## src/rtl/rtg_pkg.sv

```systemverilog
// Package: shared constants for the raster timing generator.
// Assumes axis 0 is horizontal and axis 1 is vertical throughout.
package rtg_pkg;
    localparam int unsigned RTG_AXES      = 2;
    localparam int unsigned RTG_AXIS_H    = 0;
    localparam int unsigned RTG_AXIS_V    = 1;
    localparam int unsigned RTG_PIX_BYTES = 4;
    localparam int unsigned RTG_CNT_W_DEF = 12;
endpackage

```

## src/rtl/rtg_cfg_shadow.sv

```systemverilog
// Module: shadow copy of the timing limits and the derived frame length.
// Assumes: load is high only while idle or on the last pixel of a frame;
// outputs hold steady otherwise, so a frame always sees one set of limits.
module rtg_cfg_shadow
    import rtg_pkg::*;
#(
    parameter int unsigned CNT_W = RTG_CNT_W_DEF,
    parameter int unsigned FB_W  = 2 * CNT_W + 2
) (
    input  logic                               clk,
    input  logic                               rst_n,
    input  logic                               load,
    input  logic [RTG_AXES-1:0][CNT_W-1:0]     in_active,
    input  logic [RTG_AXES-1:0][CNT_W-1:0]     in_sync_beg,
    input  logic [RTG_AXES-1:0][CNT_W-1:0]     in_sync_end,
    input  logic [RTG_AXES-1:0][CNT_W-1:0]     in_total,
    output logic [RTG_AXES-1:0][CNT_W-1:0]     sh_active,
    output logic [RTG_AXES-1:0][CNT_W-1:0]     sh_sync_beg,
    output logic [RTG_AXES-1:0][CNT_W-1:0]     sh_sync_end,
    output logic [RTG_AXES-1:0][CNT_W-1:0]     sh_total,
    output logic [FB_W-1:0]                    frame_bytes
);

    logic [FB_W-1:0] fb_next;

    // Frame length from the incoming limits, four bytes per pixel.
    always_comb begin
        fb_next = FB_W'(in_active[RTG_AXIS_H]) * FB_W'(in_active[RTG_AXIS_V])
                * FB_W'(RTG_PIX_BYTES);
    end

    // Capture the limits and the frame length on a load event.
    always_ff @(posedge clk) begin
        if (!rst_n) begin
            sh_active   <= '0;
            sh_sync_beg <= '0;
            sh_sync_end <= '0;
            sh_total    <= '0;
            frame_bytes <= '0;
        end else if (load) begin
            sh_active   <= in_active;
            sh_sync_beg <= in_sync_beg;
            sh_sync_end <= in_sync_end;
            sh_total    <= in_total;
            frame_bytes <= fb_next;
        end
    end

    // outside a load event the shadow copy does not move.
    a_r7_shadow_hold: assert property (@(posedge clk) disable iff (!rst_n)
        !load |=> ($stable(sh_active) && $stable(sh_sync_beg)
                   && $stable(sh_sync_end) && $stable(sh_total)))
        else $error("a_r7_shadow_hold");
    a_r10_bytes_hold: assert property (@(posedge clk) disable iff (!rst_n)
        !load |=> $stable(frame_bytes))
        else $error("a_r10_bytes_hold");

endmodule

```

## src/rtl/rtg_axis.sv

```systemverilog
// Module: one raster axis - a wrapping position counter plus the active
// and sync window decoders for that axis.
// Assumes total >= 1 and that the limits stay fixed while the count runs.
module rtg_axis #(
    parameter int unsigned CNT_W = 12
) (
    input  logic             clk,
    input  logic             rst_n,
    input  logic             clr,
    input  logic             adv,
    input  logic [CNT_W-1:0] active,
    input  logic [CNT_W-1:0] sync_beg,
    input  logic [CNT_W-1:0] sync_end,
    input  logic [CNT_W-1:0] total,
    output logic [CNT_W-1:0] cnt,
    output logic             last,
    output logic             in_active,
    output logic             at_active_end,
    output logic             in_sync
);

    localparam logic [CNT_W-1:0] ONE = CNT_W'(1);

    // Decode the window flags from the current position.
    always_comb begin
        last          = (cnt == total - ONE);
        in_active     = (cnt < active);
        at_active_end = (cnt == active - ONE);
        in_sync       = (cnt >= sync_beg) && (cnt < sync_end);
    end

    // Position counter: cleared, stepped, or wrapped at the total.
    always_ff @(posedge clk) begin
        if (!rst_n || clr) begin
            cnt <= '0;
        end else if (adv) begin
            cnt <= last ? '0 : cnt + ONE;
        end
    end

    // a step moves the count by exactly one.
    a_r1_step: assert property (@(posedge clk) disable iff (!rst_n)
        (adv && !last && !clr) |=> (cnt == $past(cnt) + ONE))
        else $error("a_r1_step");
    // a step from the last position lands on zero.
    a_r1_wrap: assert property (@(posedge clk) disable iff (!rst_n)
        (adv && last && !clr) |=> (cnt == '0))
        else $error("a_r1_wrap");
    // without a step the count holds.
    a_r2_hold: assert property (@(posedge clk) disable iff (!rst_n)
        (!adv && !clr) |=> $stable(cnt))
        else $error("a_r2_hold");

endmodule

```

## src/rtl/rtg_top.sv

```systemverilog
// Module: programmable raster timing generator top.
// Each clock is one pixel. Runs while enable is high, rests at the origin
// with all outputs low while it is low. Limits are taken in while idle or
// on the final pixel of a frame. Assumes both totals are at least 1.
module rtg_top
    import rtg_pkg::*;
#(
    parameter int unsigned CNT_W = RTG_CNT_W_DEF,
    localparam int unsigned FB_W = 2 * CNT_W + 2
) (
    input  logic             clk,
    input  logic             rst_n,
    input  logic             enable,
    input  logic [CNT_W-1:0] cfg_h_active,
    input  logic [CNT_W-1:0] cfg_h_sync_beg,
    input  logic [CNT_W-1:0] cfg_h_sync_end,
    input  logic [CNT_W-1:0] cfg_h_total,
    input  logic [CNT_W-1:0] cfg_v_active,
    input  logic [CNT_W-1:0] cfg_v_sync_beg,
    input  logic [CNT_W-1:0] cfg_v_sync_end,
    input  logic [CNT_W-1:0] cfg_v_total,
    output logic [CNT_W-1:0] h_count,
    output logic [CNT_W-1:0] v_count,
    output logic             hsync,
    output logic             vsync,
    output logic             de,
    output logic             sof,
    output logic             eol,
    output logic [FB_W-1:0]  frame_bytes
);

    logic                           run_q;
    logic                           frame_end;
    logic                           shadow_load;
    logic [RTG_AXES-1:0][CNT_W-1:0] in_active, in_sync_beg, in_sync_end, in_total;
    logic [RTG_AXES-1:0][CNT_W-1:0] sh_active, sh_sync_beg, sh_sync_end, sh_total;
    logic [RTG_AXES-1:0][CNT_W-1:0] ax_cnt;
    logic [RTG_AXES-1:0]            ax_adv, ax_last, ax_active, ax_act_end, ax_sync;

    // Gather the per-axis limits into arrays indexed by axis.
    always_comb begin
        in_active[RTG_AXIS_H]   = cfg_h_active;
        in_sync_beg[RTG_AXIS_H] = cfg_h_sync_beg;
        in_sync_end[RTG_AXIS_H] = cfg_h_sync_end;
        in_total[RTG_AXIS_H]    = cfg_h_total;
        in_active[RTG_AXIS_V]   = cfg_v_active;
        in_sync_beg[RTG_AXIS_V] = cfg_v_sync_beg;
        in_sync_end[RTG_AXIS_V] = cfg_v_sync_end;
        in_total[RTG_AXIS_V]    = cfg_v_total;
    end

    // Run flag: follows enable one clock later, so the origin shows first.
    always_ff @(posedge clk) begin
        if (!rst_n) begin
            run_q <= 1'b0;
        end else begin
            run_q <= enable;
        end
    end

    // Step rules and frame-boundary detection.
    always_comb begin
        ax_adv[RTG_AXIS_H] = run_q;
        ax_adv[RTG_AXIS_V] = run_q && ax_last[RTG_AXIS_H];
        frame_end          = run_q && ax_last[RTG_AXIS_H] && ax_last[RTG_AXIS_V];
        shadow_load        = !run_q || frame_end;
    end

    rtg_cfg_shadow #(
        .CNT_W (CNT_W),
        .FB_W  (FB_W)
    ) u_shadow (
        .clk         (clk),
        .rst_n       (rst_n),
        .load        (shadow_load),
        .in_active   (in_active),
        .in_sync_beg (in_sync_beg),
        .in_sync_end (in_sync_end),
        .in_total    (in_total),
        .sh_active   (sh_active),
        .sh_sync_beg (sh_sync_beg),
        .sh_sync_end (sh_sync_end),
        .sh_total    (sh_total),
        .frame_bytes (frame_bytes)
    );

    for (genvar a = 0; a < RTG_AXES; a++) begin : g_axis
        rtg_axis #(
            .CNT_W (CNT_W)
        ) u_axis (
            .clk           (clk),
            .rst_n         (rst_n),
            .clr           (!enable),
            .adv           (ax_adv[a]),
            .active        (sh_active[a]),
            .sync_beg      (sh_sync_beg[a]),
            .sync_end      (sh_sync_end[a]),
            .total         (sh_total[a]),
            .cnt           (ax_cnt[a]),
            .last          (ax_last[a]),
            .in_active     (ax_active[a]),
            .at_active_end (ax_act_end[a]),
            .in_sync       (ax_sync[a])
        );
    end

    // Drive the timing outputs, all gated low while idle.
    always_comb begin
        h_count = ax_cnt[RTG_AXIS_H];
        v_count = ax_cnt[RTG_AXIS_V];
        de      = run_q && ax_active[RTG_AXIS_H] && ax_active[RTG_AXIS_V];
        hsync   = run_q && ax_sync[RTG_AXIS_H];
        vsync   = run_q && ax_sync[RTG_AXIS_V];
        sof     = run_q && (h_count == '0) && (v_count == '0);
        eol     = run_q && ax_act_end[RTG_AXIS_H] && ax_active[RTG_AXIS_V];
    end

    // enable seen low leaves the raster at rest one clock later.
    a_r6_idle_rest: assert property (@(posedge clk) disable iff (!rst_n)
        !enable |=> (h_count == '0 && v_count == '0 && !hsync && !vsync
                     && !de && !sof && !eol))
        else $error("a_r6_idle_rest");
    // the first running clock shows the origin.
    a_r6_origin_first: assert property (@(posedge clk) disable iff (!rst_n)
        $rose(run_q) |-> (h_count == '0 && v_count == '0 && sof))
        else $error("a_r6_origin_first");
    // mid-line the vertical count stays put.
    a_r2_v_still: assert property (@(posedge clk) disable iff (!rst_n)
        (run_q && enable && !ax_last[RTG_AXIS_H]) |=> $stable(v_count))
        else $error("a_r2_v_still");

endmodule

```

## config.mk

```make
export PLATFORM = sky130hd
export DESIGN_NAME = rtg_top
export DESIGN_NICKNAME = d
export VERILOG_FILES = /design/src/rtl/rtg_pkg.sv /design/src/rtl/rtg_cfg_shadow.sv /design/src/rtl/rtg_axis.sv /design/src/rtl/rtg_top.sv
export SDC_FILE = /design/constraint.sdc
export NUM_CORES = 1
export LEC_CHECK = 0
export ABC_AREA = 1
export BUFFER_PORTS_ARGS = -buffer_cell sky130_fd_sc_hd__buf_2
export CORE_AREA = 2 2 240 242
export DETAILED_ROUTE_END_ITERATION = 10
export DIE_AREA = 0 0 242 244
export GPL_TIMING_DRIVEN = 0
export HOLD_SLACK_MARGIN = 0.12
export PLACE_DENSITY = 0.38
export SLEW_MARGIN = 40
export SYNTH_ARGS = -nofsm -noshare
export SYNTH_HDL_FRONTEND = slang
export SYNTH_HIERARCHICAL = 1
export SYNTH_SLANG_ARGS = --single-unit
```

## constraint.sdc

```tcl
create_clock -name clk -period 10.5 [get_ports clk]
set_clock_uncertainty 0.05 [all_clocks]
set_input_delay 1.575 -clock clk [delete_from_list [all_inputs] [get_ports clk]]
set_output_delay 1.575 -clock clk [all_outputs]
set_load 0.1 [all_outputs]
```

Word level (Yosys, flattened, before mapping)
Index checks and enable logic that the tools add are counted.
Widths: inputs -> output; s select.
{"block": "op_classes", "addsub": 5, "n_mul": 1, "div": 0, "order_cmp": 6, "eq_ne": 3, "shift": 0, "mux": 2, "n_bitwise": 0, "reduce_logical": 19}
{"cell": "$lt 12x12->1", "n": 4}
{"cell": "$eq 12x12->1", "n": 3}
{"cell": "$sub 12x1->12 const B", "n": 3}
{"cell": "$add 12x1->12 const B", "n": 2}
{"cell": "$ge 12x12->1", "n": 2}
{"cell": "$logic_not 12->1", "n": 2}
{"cell": "$mul 12x12->24", "n": 1}
{"cell": "$mux 12", "n": 2}
{"cell": "$logic_and 1x1->1", "n": 12}
{"cell": "$logic_not 1->1", "n": 3}
{"cell": "$logic_or 1x1->1", "n": 2}
{"block": "word_totals", "ff_bits": 145, "latchBits": 0, "mem_bits_rw": 0, "rom_bits": 0, "input_bits": 99, "wordCells": 48, "mem_count": 0}

Logic depth before layout (Yosys ltp)
{"block": "depth", "word_depth": 5, "mapped_depth": 25}

Cells and area by module
The synthesis kept the hierarchy.
{"module": "rtg_cfg_shadow", "n_inst": 1, "cells_per_inst": 1263, "area_each_um2": 9247.6, "seq_area_each_um2": 2402.3}
{"module": "rtg_axis at g_axis[1].u_axis", "n_inst": 1, "cells_per_inst": 372, "area_each_um2": 2294.7, "seq_area_each_um2": 240.2}
{"module": "rtg_axis at g_axis[0].u_axis", "n_inst": 1, "cells_per_inst": 353, "area_each_um2": 2250.9, "seq_area_each_um2": 240.2}
{"module": "rtg_top", "n_inst": 1, "cells_per_inst": 41, "area_each_um2": 176.4, "seq_area_each_um2": 20.0}

Least setup slack after synthesis
No wires, ideal clock.
{"block": "synth_path", "path_kind": "input to register", "start": "in cfg_h_active[7]", "end": "reg u_shadow.frame_bytes[19]", "setup_time_ns": 0.114, "arrival_ns": 5.731, "required_time_ns": 10.336, "setup_slack_ns": 4.605, "path_stages": 23, "path_buffers": 1, "path_cell_list": "clkbuf_1 nand2_1 fa_1 inv_1 fa_1 inv_1 fa_1 inv_1 fa_1 inv_1 fa_1 inv_1 ha_1 nand2_1 nand2_1 a21oi_2 nor2_1 nor2_1 nand2_1 nand2_1 nand2_1 o21bai_1 inv_1"}
{"block": "synth_between", "elab_chain_cells": 1}
{"element": "from (decl)", "line_no": "rtg_top.sv:14", "source": "input logic [CNT_W-1:0] cfg_h_active,"}
{"element": "$mul 12x12->24", "line_no": "rtg_cfg_shadow.sv:28", "source": "fb_next = FB_W'(in_active[RTG_AXIS_H]) * FB_W'(in_active[RTG_AXIS_V])"}
{"element": "to (signal assigned)", "line_no": "rtg_cfg_shadow.sv:45", "source": "frame_bytes <= fb_next;"}
{"element": "to (decl)", "line_no": "rtg_cfg_shadow.sv:21", "source": "output logic [FB_W-1:0] frame_bytes"}
Every way passes these cells.
A chain may end at the register's enable or synchronous reset.

Worst setup path in the final report
{"block": "layout_path", "start": "in cfg_h_active[6]", "end": "reg u_shadow.frame_bytes[24]"}
Same word-level chain as after synthesis.

==> metrics.yaml <==
place:
  post-place-ws_ns: 3.709
  place_congestion: 0.7969
  io_buffer_count: 151
  placed_area_sq_mm: 0.01533
  place_hpwl_um: 35690
  dp.cells: 2869
clock_network:
  post_cts_resized: 0
  cts_tree: "yes"
  post_cts_buffers: 0
  cts_root_buffer: "clkbuf_16"
  clk_latency_ns: 0.45
  htreeDepth: 4
  cts_inserted_buffers: 17
  max-clock-path-buffers: 2
  clock_sinks: 145
  holdBufCountCts: 0
  clkSlewWorstSetupHoldPaths_ns: 0.06
setup_path:
  cp_cell_sequence: "buf_2, clkbuf_1, nand2_1, fa_1, inv_1, fa_1, inv_1, fa_1, inv_1, fa_1, inv_1, fa_1, inv_1, ha_1, nand2_1, nor2_1, nand3_1, nand3_2, nand2_2, nand3_1, nand2_1, nor2_1, nor2_1"
  cp_num_buf_inv: 7
  worstPathRequired_ns: 10.78
  cp_slowest_cell: "clkbuf_1"
  cpLargestDelayFamily: "adder cells"
  end_kind: "flop"
  startpoint_type: "input port"
  max_stage_delay_ns: 0.55
  cp_max_fo: 10
  arrival_ns: 6.61
  path_class: "input port to flop"
drt:
  num_vias: 12090
  dr.pass1.iters: 5
  post_drt_wl_per_cell_um: 15.11
  ant_nets: 0
  drt-initial-drc-count: 561
  drc: 0
  totalWireLength_um: 43820
  vias_per_cell: 4.169
finish:
  finalNonFillerCells: 2901
  fin_area_sq_mm: 0.01593
  num-nets-final: 2468
  drive_gt1_share_pct: 13.01
  antennaDiodeCount: 0
  fillers: 6339
  syn2layout_area_growth_pct: 16.96
  final_util_pct: 28.37
min_path:
  hold_path_class: "flop to flop"
floorplan:
  design.portCount: 154
  initial_utilization_pct: 24.25
  coreArea_sq_mm: 0.05617
  die_area_sq_mm: 0.05905
  fp-row-count: 87
  die_w_um: 242
  die_y_um: 244
sta:
  hold_violations: 0
  rsz0062_at_grt: "no"
  relSlewSlack_pct: 50.10
  worst_pin_slew_ns: 0.7485
  finalCriticalPeriod_ns: 6.323
  fin_crit_sh_pct: 60.22
  fin_ws_ns: 4.177
  max_freq_ghz: 0.1581
  hold_ws_ns: 0.4422
  slew_viol_final: 0
  setup_viol: 0
  fin_setup_tns_ns: 0
grt:
  gr-total-overflow: 0
  grt_max_degree: 17
  grt_use_total_pct: 15.22
  grt_pass1_wl_um: 69440
  antenna_found_initial: 2
  first_global_vias: 12020
power:
  power_mw: 3.284
  ir_worst_vdd_mv: 0.2199
  p_per_area_mw_per_mm2: 206.1
  power_leakage_nw: 8.514
yosys:
  yosysWarnings: 6
  avgSynthCellArea_sq_um: 6.947
  syn_inst: 1961
  synth.cell_area_sq_mm: 0.01362
run_status:
  status: "complete, no violations"
run:
  maxCapViolCount: 0
==> registers in the layout, summed over array words and instances, names as in the netlist <==
name,count
g_axis.u_axis/cnt,24
u_shadow/frame_bytes,24
u_shadow/sh_active,24
u_shadow/sh_sync_beg,24
u_shadow/sh_sync_end,24
u_shadow/sh_total,24
run_q,1
==> worst register-to-register path, delay by kind of cell (launching register included) <==
family / cells / cell delay (ns)
flops: 1 / 0.38
simple gates: 13 / 1.54
fa+ha+maj: 1 / 0.32
buf+inv: 4 / 1.18
==> cell type report <==
class	instances	area [sq um]	area share, %
Inverter	377	1415	8.881
Timing Repair Buffer	151	755.7	4.743
Buffer	74	351.6	2.207
Multi-Input combinational cell	1366	8959	56.22
Clock inverter	12	157.7	0.9894
Tap cell	756	945.9	5.936
Clock buffer	20	446.7	2.803
Sequential cell	145	2903	18.22
==> worst paths after layout <==
| path | startpoint | endpoint | slack [ns] | cells after the start |
|---|---|---|---|---|
| hold reg to reg | u_shadow/sh_active[12]$_SDFFE_PN0P_ | u_shadow/sh_active[12]$_SDFFE_PN0P_ | 0.44 | 2 |
| setup reg to reg | u_shadow/sh_total[0]$_SDFFE_PN0P_ | u_shadow/frame_bytes[24]$_SDFFE_PN0P_ | 6.93 | 18 |
| hold / removal | u_shadow/sh_active[12]$_SDFFE_PN0P_ | u_shadow/sh_active[12]$_SDFFE_PN0P_ | 0.44 | 2 |
| setup / recovery | cfg_h_active[6] | u_shadow/frame_bytes[24]$_SDFFE_PN0P_ | 4.18 | 23 |
==> power by group <==
part | total [mW] | switching (mW) | leakage (nW) | internal [mW]
Sequential | 0.652 | 0.0402 | 1.20 | 0.612
Combinational | 1.99 | 1.35 | 7.03 | 0.650
Clock | 0.637 | 0.256 | 0.287 | 0.380
Total | 3.28 | 1.64 | 8.51 | 1.64
==> metal layers <==
layer | global-route usage (%) | vias up | part of all wire, %
li1 | - | 6307 | -
met2 | 24.26 | 171 | 44
met1 | 21.50 | 5579 | 51
met5 | 0 | - | 0.030
met4 | 3.359 | 2 | 1.4
met3 | 2.524 | 35 | 3.3
==> cells in the final DEF, fill, tap and decap left out, drive strengths merged, types with 3 or more instances in the layout <==
cell	n
nand4	19
ha	137
nor2	364
xnor2	18
fa	100
a211oi	4
xor2	35
or2	3
nand3b	6
dfxtp	145
nor3	13
o221ai	4
clkinvlp	3
o21bai	6
and2	4
inv	375
clkinv	8
clkbuf	71
o21ai	119
bufinv	3
buf	173
nand2	399
a21oi	52
nand3	65
(Power assumes the default switching activity.)
